## src/rtl/ssf_pkg.sv

```systemverilog
// Package ssf_pkg
// Holds the shared line levels and the slot classification used by the
// start-stop framed serializer. Assumes frames are start + payload + stop.
package ssf_pkg;

    // Level of the opening framing bit
    localparam logic START_LEVEL = 1'b1;
    // Level of the closing framing bit
    localparam logic STOP_LEVEL  = 1'b0;
    // Level driven while no frame has begun
    localparam logic IDLE_LEVEL  = 1'b0;

    // Kind of bit that the next clock edge will place on the line
    typedef enum logic [1:0] {
        SLOT_IDLE  = 2'd0,
        SLOT_START = 2'd1,
        SLOT_DATA  = 2'd2,
        SLOT_STOP  = 2'd3
    } slot_kind_e;

    // Number of line bits in one frame for a payload width
    function automatic int frame_bits(input int payload_w);
        return payload_w + 2;
    endfunction

endpackage

```

## src/rtl/ssf_in_latch.sv

```systemverilog
// Module ssf_in_latch
// Input holding register. It captures the payload on each strobe and
// raises a sticky flag once any payload has been captured since reset.
// Assumes the strobe is synchronous to the bit clock.
module ssf_in_latch #(
    parameter int PAYLOAD_W = 18
) (
    input  logic                 clk,
    input  logic                 rst_n,
    input  logic                 strobe_i,
    input  logic [PAYLOAD_W-1:0] word_i,
    output logic [PAYLOAD_W-1:0] hold_o,
    output logic                 primed_o
);

    logic [PAYLOAD_W-1:0] hold_q;
    logic                 primed_q;

    // Capture the payload and note that one has arrived
    always_ff @(posedge clk) begin
        if (!rst_n) begin
            hold_q   <= '0;
            primed_q <= 1'b0;
        end else if (strobe_i) begin
            hold_q   <= word_i;
            primed_q <= 1'b1;
        end
    end

    assign hold_o   = hold_q;
    assign primed_o = primed_q;

endmodule

```

## src/rtl/ssf_sequencer.sv

```systemverilog
// Module ssf_sequencer
// Frame slot sequencer. It stays idle until the latch is primed and then
// steps through PAYLOAD_W+2 slots per frame, wrapping with no gap. It
// reports what the next edge must put on the line.
// Assumes primed_i never falls once it has risen (it only clears on reset).
module ssf_sequencer
    import ssf_pkg::*;
#(
    parameter int PAYLOAD_W = 18
) (
    input  logic       clk,
    input  logic       rst_n,
    input  logic       primed_i,
    output slot_kind_e next_kind_o
);

    localparam int          FRAME_LEN = frame_bits(PAYLOAD_W);
    localparam int          CW        = $clog2(FRAME_LEN);
    localparam logic [CW-1:0] LAST_SLOT = CW'(FRAME_LEN - 1);
    localparam logic [CW-1:0] LAST_DATA = CW'(PAYLOAD_W);

    logic          active_q;
    logic [CW-1:0] slot_q;
    logic          launch;

    // A frame launches from idle once primed, or after every stop slot
    always_comb begin
        launch = (!active_q && primed_i) || (active_q && (slot_q == LAST_SLOT));
    end

    // Advance the slot that is now on the line
    always_ff @(posedge clk) begin
        if (!rst_n) begin
            active_q <= 1'b0;
            slot_q   <= '0;
        end else if (launch) begin
            active_q <= 1'b1;
            slot_q   <= '0;
        end else if (active_q) begin
            slot_q   <= slot_q + CW'(1);
        end
    end

    // Classify the slot that the coming edge will drive
    always_comb begin
        if (launch) begin
            next_kind_o = SLOT_START;
        end else if (!active_q) begin
            next_kind_o = SLOT_IDLE;
        end else if (slot_q < LAST_DATA) begin
            next_kind_o = SLOT_DATA;
        end else begin
            next_kind_o = SLOT_STOP;
        end
    end

endmodule

```

## src/rtl/ssf_shifter.sv

```systemverilog
// Module ssf_shifter
// Frame shifter and line register. At a start slot it copies the held
// payload into its shift register. It then sends the payload LSB first and
// ends with the stop level. The line output is a flop.
// Assumes next_kind_i describes the slot the coming edge launches.
module ssf_shifter
    import ssf_pkg::*;
#(
    parameter int PAYLOAD_W = 18
) (
    input  logic                 clk,
    input  logic                 rst_n,
    input  slot_kind_e           next_kind_i,
    input  logic [PAYLOAD_W-1:0] hold_i,
    output logic                 line_o
);

    logic [PAYLOAD_W-1:0] shift_q;
    logic                 line_q;

    // Drive the line bit for the next slot and move the payload along
    always_ff @(posedge clk) begin
        if (!rst_n) begin
            shift_q <= '0;
            line_q  <= IDLE_LEVEL;
        end else begin
            case (next_kind_i)
                SLOT_START: begin
                    line_q  <= START_LEVEL;
                    shift_q <= hold_i;
                end
                SLOT_DATA: begin
                    line_q  <= shift_q[0];
                    shift_q <= shift_q >> 1;
                end
                SLOT_STOP: begin
                    line_q  <= STOP_LEVEL;
                end
                default: begin
                    line_q  <= IDLE_LEVEL;
                end
            endcase
        end
    end

    assign line_o = line_q;

endmodule

```

## src/rtl/ssf_serializer.sv

```systemverilog
// Module ssf_serializer (top)
// Start-stop framed serializer. A payload is captured on a strobe and sent
// as frames of start 1, PAYLOAD_W payload bits LSB first and stop 0, back
// to back. The last payload is repeated until a new one is strobed in.
// Assumes a single bit-rate clock and a synchronous active-low reset.
module ssf_serializer
    import ssf_pkg::*;
#(
    parameter int PAYLOAD_W = 18
) (
    input  logic                 bit_clk,
    input  logic                 rst_n,
    input  logic                 word_strobe,
    input  logic [PAYLOAD_W-1:0] word_in,
    output logic                 line_out
);

    logic [PAYLOAD_W-1:0] latch_hold;
    logic                 latch_primed;
    slot_kind_e           seq_kind;

    // Payload capture
    ssf_in_latch #(.PAYLOAD_W(PAYLOAD_W)) u_latch (
        .clk      (bit_clk),
        .rst_n    (rst_n),
        .strobe_i (word_strobe),
        .word_i   (word_in),
        .hold_o   (latch_hold),
        .primed_o (latch_primed)
    );

    // Slot sequencing
    ssf_sequencer #(.PAYLOAD_W(PAYLOAD_W)) u_seq (
        .clk         (bit_clk),
        .rst_n       (rst_n),
        .primed_i    (latch_primed),
        .next_kind_o (seq_kind)
    );

    // Line shifting
    ssf_shifter #(.PAYLOAD_W(PAYLOAD_W)) u_shift (
        .clk         (bit_clk),
        .rst_n       (rst_n),
        .next_kind_i (seq_kind),
        .hold_i      (latch_hold),
        .line_o      (line_out)
    );

endmodule

```

## config.mk

```make
export PLATFORM = sky130hd
export DESIGN_NAME = ssf_serializer
export DESIGN_NICKNAME = d
export VERILOG_FILES = /design/src/rtl/ssf_pkg.sv /design/src/rtl/ssf_in_latch.sv /design/src/rtl/ssf_sequencer.sv /design/src/rtl/ssf_shifter.sv /design/src/rtl/ssf_serializer.sv
export SDC_FILE = /design/constraint.sdc
export NUM_CORES = 1
export LEC_CHECK = 0
export CORE_MARGIN = 5
export CORE_UTILIZATION = 49
export DETAILED_ROUTE_END_ITERATION = 10
export PLACE_DENSITY = 0.83
export SYNTH_ARGS = -nofsm -noshare
export SYNTH_HDL_FRONTEND = slang
export SYNTH_SLANG_ARGS = --single-unit
```

## constraint.sdc

```tcl
create_clock -name bit_clk -period 2.13 [get_ports bit_clk]
set_input_delay 0.3195 -clock bit_clk [delete_from_list [all_inputs] [get_ports bit_clk]]
set_output_delay 0.3195 -clock bit_clk [all_outputs]
set_load 0.02 [all_outputs]
```

Word level (Yosys, flattened, before mapping)
Cells that the tools add are included.
{"block": "totals", "word_cells": 23, "regBits": 44, "output_inout_bits": 1}
{"block": "classes", "reduce_logical": 6, "bitwise_logic": 1, "n_lt_le_gt_ge": 1, "n_addsub": 1, "n_eq_ne": 3, "mux": 5}
{"op": "$pmux 18 s2", "count": 1}
{"op": "$add 5x1->5 const B", "count": 1}
{"op": "$eq 5x5->1 const B", "count": 1}
{"op": "$lt 5x5->1 const B", "count": 1}
{"op": "$mux 2", "count": 2}
{"op": "$eq 2x1->1 const B", "count": 1}
{"op": "$eq 2x2->1 const B", "count": 1}
{"op": "$logic_and 1x1->1", "count": 2}
{"op": "$pmux 1 s2", "count": 1}
{"op": "$reduce_bool 2->1", "count": 1}
{"op": "$reduce_or 2->1", "count": 1}
{"op": "$logic_not 1->1", "count": 1}
{"op": "$logic_or 1x1->1", "count": 1}
{"op": "$mux 1", "count": 1}
{"op": "$not 1->1", "count": 1}

Longest topological paths before layout
{"block": "logic_depth", "ltp_word": 6, "depth_mapped": 9, "mapped_depth_nobuf": 7}

Cells and area by module
From an unflattened synthesis, not the netlist that was laid out.
{"block": "hier_totals", "cells_unflattened": 179, "area_unflattened_um2": 2042.0}
{"mod": "ssf_shifter", "area_each_um2": 1017.2, "seq_area_each_um2": 380.4, "cells_per_inst": 86, "instances": 1}
{"mod": "ssf_in_latch", "area_each_um2": 715.7, "seq_area_each_um2": 380.4, "cells_per_inst": 59, "instances": 1}
{"mod": "ssf_sequencer", "area_each_um2": 309.0, "seq_area_each_um2": 120.1, "cells_per_inst": 34, "instances": 1}

Worst setup path after synthesis
OpenSTA, ideal clock, no wires.
{"block": "synth_timing", "path_kind": "flip-flop to flip-flop", "start": "reg u_seq.slot_q[0]", "end": "reg u_shift.shift_q[0]", "stages_incl_launch_ff": 9, "setup_slack_ps": 17, "path_buffers": 2, "t_required_ps": 2015, "setup_ps": 115, "t_arrival_ps": 1998, "cell_sequence": "dfxtp_1 ha_1 or3b_4 o21a_1 ha_1 buf_2 clkbuf_1 o21ai_0 and2_1"}
{"block": "synth_via", "elab_chain_cells": 6}
{"element": "start, declared", "line": "ssf_sequencer.sv:23", "source": "logic [CW-1:0] slot_q;"}
{"element": "start signal, assigned", "line": "ssf_sequencer.sv:40", "source": "slot_q <= slot_q + CW'(1);"}
{"element": "$lt 5x5->1 / $eq 5x5->1 (equally long branches)", "line": "ssf_sequencer.sv:50, ssf_sequencer.sv:28"}
{"element": "$mux 1 / $logic_and 1x1->1 (equally long branches)", "line": "ssf_sequencer.sv:50, ssf_sequencer.sv:28"}
{"element": "$mux 2 / $logic_or 1x1->1 (equally long branches)", "line": "ssf_sequencer.sv:48, ssf_sequencer.sv:28"}
{"element": "$mux 2 (*)", "line": "ssf_sequencer.sv:46", "source": "if (launch) begin"}
{"element": "$eq 2x2->1 / $eq 2x1->1 (equally long branches)", "line": "ssf_shifter.sv:27", "source": "case (next_kind_i)"}
{"element": "$pmux 18 s2 / $reduce_bool 2->1 (equally long branches)"}
{"element": "end signal, assigned", "line": "ssf_shifter.sv:30", "source": "shift_q <= hold_i;"}
{"element": "end signal, assigned", "line": "ssf_shifter.sv:34", "source": "shift_q <= shift_q >> 1;"}
{"element": "end, declared", "line": "ssf_shifter.sv:18", "source": "logic [PAYLOAD_W-1:0] shift_q;"}
Every way passes the cells marked *; elsewhere a longest branch is shown, timed or not.
A chain may end at the register's enable or synchronous reset.

Worst setup path in the final report
{"block": "layout_timing", "start": "reg u_seq.slot_q[0]", "end": "reg u_shift.shift_q[13]"}
The elaborated chain is that of the path after synthesis.

==> flow_metrics.py <==
metrics = {
    "setup_path": {
        "timing.critical_path.mode_cell": "sky130_fd_sc_hd__ha_2",
        "crit_path_cell_trace": "ha_2 > or3b_4 > o21a_1 > ha_2 > buf_12 > o21ai_0 > and2_1",
        "cpMaxStageDelayCell": "sky130_fd_sc_hd__or3b_4",
        "cp.required_ns": 2.32,
        "delay_of_the_slowest_cell_on_the_worst_path_ns": 0.39,
        "rrSetupSlack_ns": 0.12,
        "setup.worst_path.class": "register to register",
        "critPathLaunchType": "register",
        "critical-path-top-delay-family": "adder cells",
        "cp.buffers_inverters": 1,
        "worstPathMaxFanout": 37,
        "critical_path.reg2reg.startpoint": "u_seq.slot_q[0]$_SDFFE_PP0P_",
        "timing.critical_path.to_type": "register",
        "critical_path.reg2reg.endpoint": "u_shift.shift_q[13]$_SDFFE_PN0P_",
        "worst-r2r-cell-count": 7,
        "worst_ep_arrival_time_ns": 2.20,
    },
    "yosys": {
        "synth_largest_area_cell": "sky130_fd_sc_hd__dfxtp_1",
        "synthesis.nets": 222,
        "warning_count_from_the_yosys_run": 0,
        "post_synth_inst_count": 198,
        "netlist_area_um2": 1930,
        "synth.ff_latch_count": 44,
        "ys_top_cells_by_area": "sky130_fd_sc_hd__dfxtp_1 (46%), sky130_fd_sc_hd__mux2i_1 (19%), sky130_fd_sc_hd__nor2b_1 (6.5%)",
        "postSynth.asyncResetShare": 0,
        "postSynthAreaPerCell_um2": 9.75,
        "synthFlopType": "sky130_fd_sc_hd__dfxtp_1",
        "synth.top_cell.area_share": 0.456,
        "synthDistinctLibCells": 25,
        "synth_edf_count": 0,
        "synth_seq_area_share": 0.456,
    },
    "clocking": {
        "numCtsBuffers": 5,
        "ctsHtreeMaxLevel": 2,
        "cts_post_setup_buffers_inserted": 0,
        "clock_path_buffers": 2,
        "clock_tree.root_cell": "sky130_fd_sc_hd__clkbuf_8",
        "clkTransAtPathRegs_ns": 0.07,
        "cts_sinks": 44,
        "worstSkewPairLatency_ns": 0.30,
        "clock_tree_from_tritoncts": "yes",
    },
    "drt": {
        "drc": 0,
        "final_wirelength_mm": 3.08,
        "vias": 1309,
        "post_drt_wl_per_cell_um": 11.5,
        "drt-vias-per-instance": 4.88,
        "drt_pre_antenna_iters": 4,
        "detail_route.iter0.violations": 94,
        "postRouteAntennaNets": 0,
    },
    "final_layout": {
        "layout.area.seq_um2": 882,
        "num-nets-final": 243,
        "commonest_cells_after_routing_fill_and_taps_aside": "sky130_fd_sc_hd__dfxtp_1 (43), sky130_fd_sc_hd__mux2i_1 (34), sky130_fd_sc_hd__clkdlybuf4s50_1 (21), sky130_fd_sc_hd__nand2_1 (20), sky130_fd_sc_hd__nor2b_1 (20)",
        "multi_input_comb_area_um2": 983,
        "antennaDiodeCount": 0,
        "final.fill_count": 340,
        "most_frequent_standard_cell_in_the_layout_excluding_fill_and_tap_cells": "sky130_fd_sc_hd__dfxtp_1",
        "post_route_cells_drive_above_1_share": 0.0955,
        "syn_to_final_growth_pct": 20.4,
    },
    "die": {
        "io-pin-count": 22,
        "dieHeight_um": 72.8,
        "design.die.area_um2": 5300,
        "core-area_um2": 3740,
        "initial_utilization": 0.516,
        "rows": 22,
        "die_w_um": 72.8,
    },
    "place": {
        "io_buffer_count": 21,
        "place.gp.congestion": 0.816,
        "dp_slack_ns": 0.0838,
        "detailedPlacementHpwl_mm": 2.06,
    },
    "power_and_ir_drop": {
        "power_density_nw_per_um2": 746,
        "p_leak_nw": 0.900,
        "vdd_drop_max_v": 0.000493,
    },
    "global_routing": {
        "track_usage": 0.126,
        "grt_pass1_vias": 1232,
        "first_pass_grt_wire_length_mm": 5.26,
        "maximum_number_of_pins_on_one_net_before_global_route_repair": 38,
        "grt_remaining_overflow": 0,
        "grt_antenna_before_repair": 0,
    },
    "sta": {
        "fmax_ghz": 0.498,
        "count_of_final_hold_check_violations": 0,
        "setup_violations": 0,
        "report.final.slew_viol_count": 0,
        "timing.final.crit_period_ns": 2.01,
        "fin_ws_ns": 0.121,
        "slew-limit-headroom": 0.783,
        "fin_setup_tns_ns": 0,
        "rsz0062_at_grt": "false",
        "final_min_period_over_clock_period": 0.943,
        "worst_clock_skew_ns": 0.00886,
        "tightestPinTransition_ns": 0.325,
    },
    "hold_path": {
        "hold_path.class": "register to register",
        "whs_path_depth": 1,
        "worst_min_path_start": "u_latch.primed_o$_SDFFE_PN0P_",
        "hold_end": "u_latch.primed_o$_SDFFE_PN0P_",
    },
    "run": {
        "drv.max_cap_violation_count": 0,
    },
    "status": {
        "outcome": "finished, final reports clean",
    },
}
-- worst register-to-register path: cells and delay by family (launching register included) --
family                     cells  cell delay [ns]
buffers and inverters          1             0.18
AOI/OAI and AO/OA              2             0.30
adders and majority gates      2             0.54
DFF                            1             0.35
and+or+nand+nor                2             0.55
-- worst max-delay path by stage --
stage	startpoint	to	slack, ns	cells past startpoint
floorplan	u_seq.slot_q[0]$_SDFFE_PP0P_	u_shift.shift_q[0]$_SDFFE_PN0P_	0.02	8
global placement	u_seq.slot_q[0]$_SDFFE_PP0P_	u_shift.shift_q[17]$_SDFFE_PN0P_	0.12	8
detailed placement	u_seq.slot_q[0]$_SDFFE_PP0P_	u_shift.shift_q[13]$_SDFFE_PN0P_	0.08	8
CTS	u_seq.slot_q[0]$_SDFFE_PP0P_	u_shift.shift_q[8]$_SDFFE_PN0P_	0.05	8
global route	u_seq.slot_q[1]$_SDFFE_PP0P_	u_shift.shift_q[14]$_SDFFE_PN0P_	0.03	8
finish	u_seq.slot_q[0]$_SDFFE_PP0P_	u_shift.shift_q[13]$_SDFFE_PN0P_	0.12	7
-- repair_timing --
item | CTS | global route
setup endpoints to repair | 0 | 9
gates resized for setup | 0 | 8
hold buffers | 0 | 0
-- report_power, final --
part	internal, mW	switching (mW)	total [mW]
combinational	0.128	0.0998	0.227
sequential	0.863	0.0261	0.889
clock	0.348	0.269	0.616
-- stage by stage --
| stage | area, um^2 | hold slack, ns | instances | utilization | power, mW |
|---|---|---|---|---|---|
| 4_1_cts | 2300 | 0.492 | 268 | 0.615 | 1.74 |
| 3_3_place_gp | 2190 | 0.464 | 260 | 0.586 | 1.12 |
| 5_1_grt | 2320 | 0.528 | 268 | 0.621 | 1.81 |
| 2_1_floorplan | 1930 | 0.452 | 198 | - | 1.05 |
| 6_report | 2320 | 0.485 | 268 | 0.621 | 1.73 |
| 3_5_place_dp | 2190 | 0.475 | 260 | 0.586 | 1.13 |
-- synthesized netlist by cell type, drive strengths merged (3+ instances only) --
| cell | n |
|---|---|
| mux2i | 36 |
| dfxtp | 44 |
| ha | 3 |
| o21a | 4 |
| nor2 | 4 |
| o21ai | 19 |
| clkbuf | 5 |
| a21oi | 3 |
| nand2 | 20 |
| inv | 3 |
| and2 | 17 |
| nor2b | 20 |
| buf | 8 |
-- registers in the layout, indices dropped and copies added, names as in the netlist --
| register | cells |
|---|---|
| u_seq.active_q | 1 |
| u_latch.primed_o | 1 |
| u_latch.hold_o | 18 |
| u_shift.shift_q | 18 |
| u_shift.line_o | 1 |
| u_seq.slot_q | 5 |
-- metal layers --
metal  global-route usage  share of wire  vias to the layer above
li1                     -              -                      704
met5                    0              0                        -
met2                0.193           0.43                       21
met4               0.0676          0.018                        0
met3               0.0331          0.042                        4
met1                0.162           0.51                      580
-- logic make-up after synthesis --
family	synth area share
XOR/XNOR	0.0136
flip-flops	0.456
AND/OR/NAND/NOR	0.200
multiplexers	0.187
AO/OA/AOI/OAI	0.0791
adder cells (fa/ha/maj)	0.0194
buffers and inverters	0.0454
-- area by class of cell --
cell class	count	share of cell area
multi-input combinational	138	0.423
timing repair buffer	27	0.121
sequential	44	0.379
clock buffer	6	0.0312
inverter	3	0.00484
clock inverter	2	0.0151
tap	48	0.0258
Power figures use the tool's default switching activity.
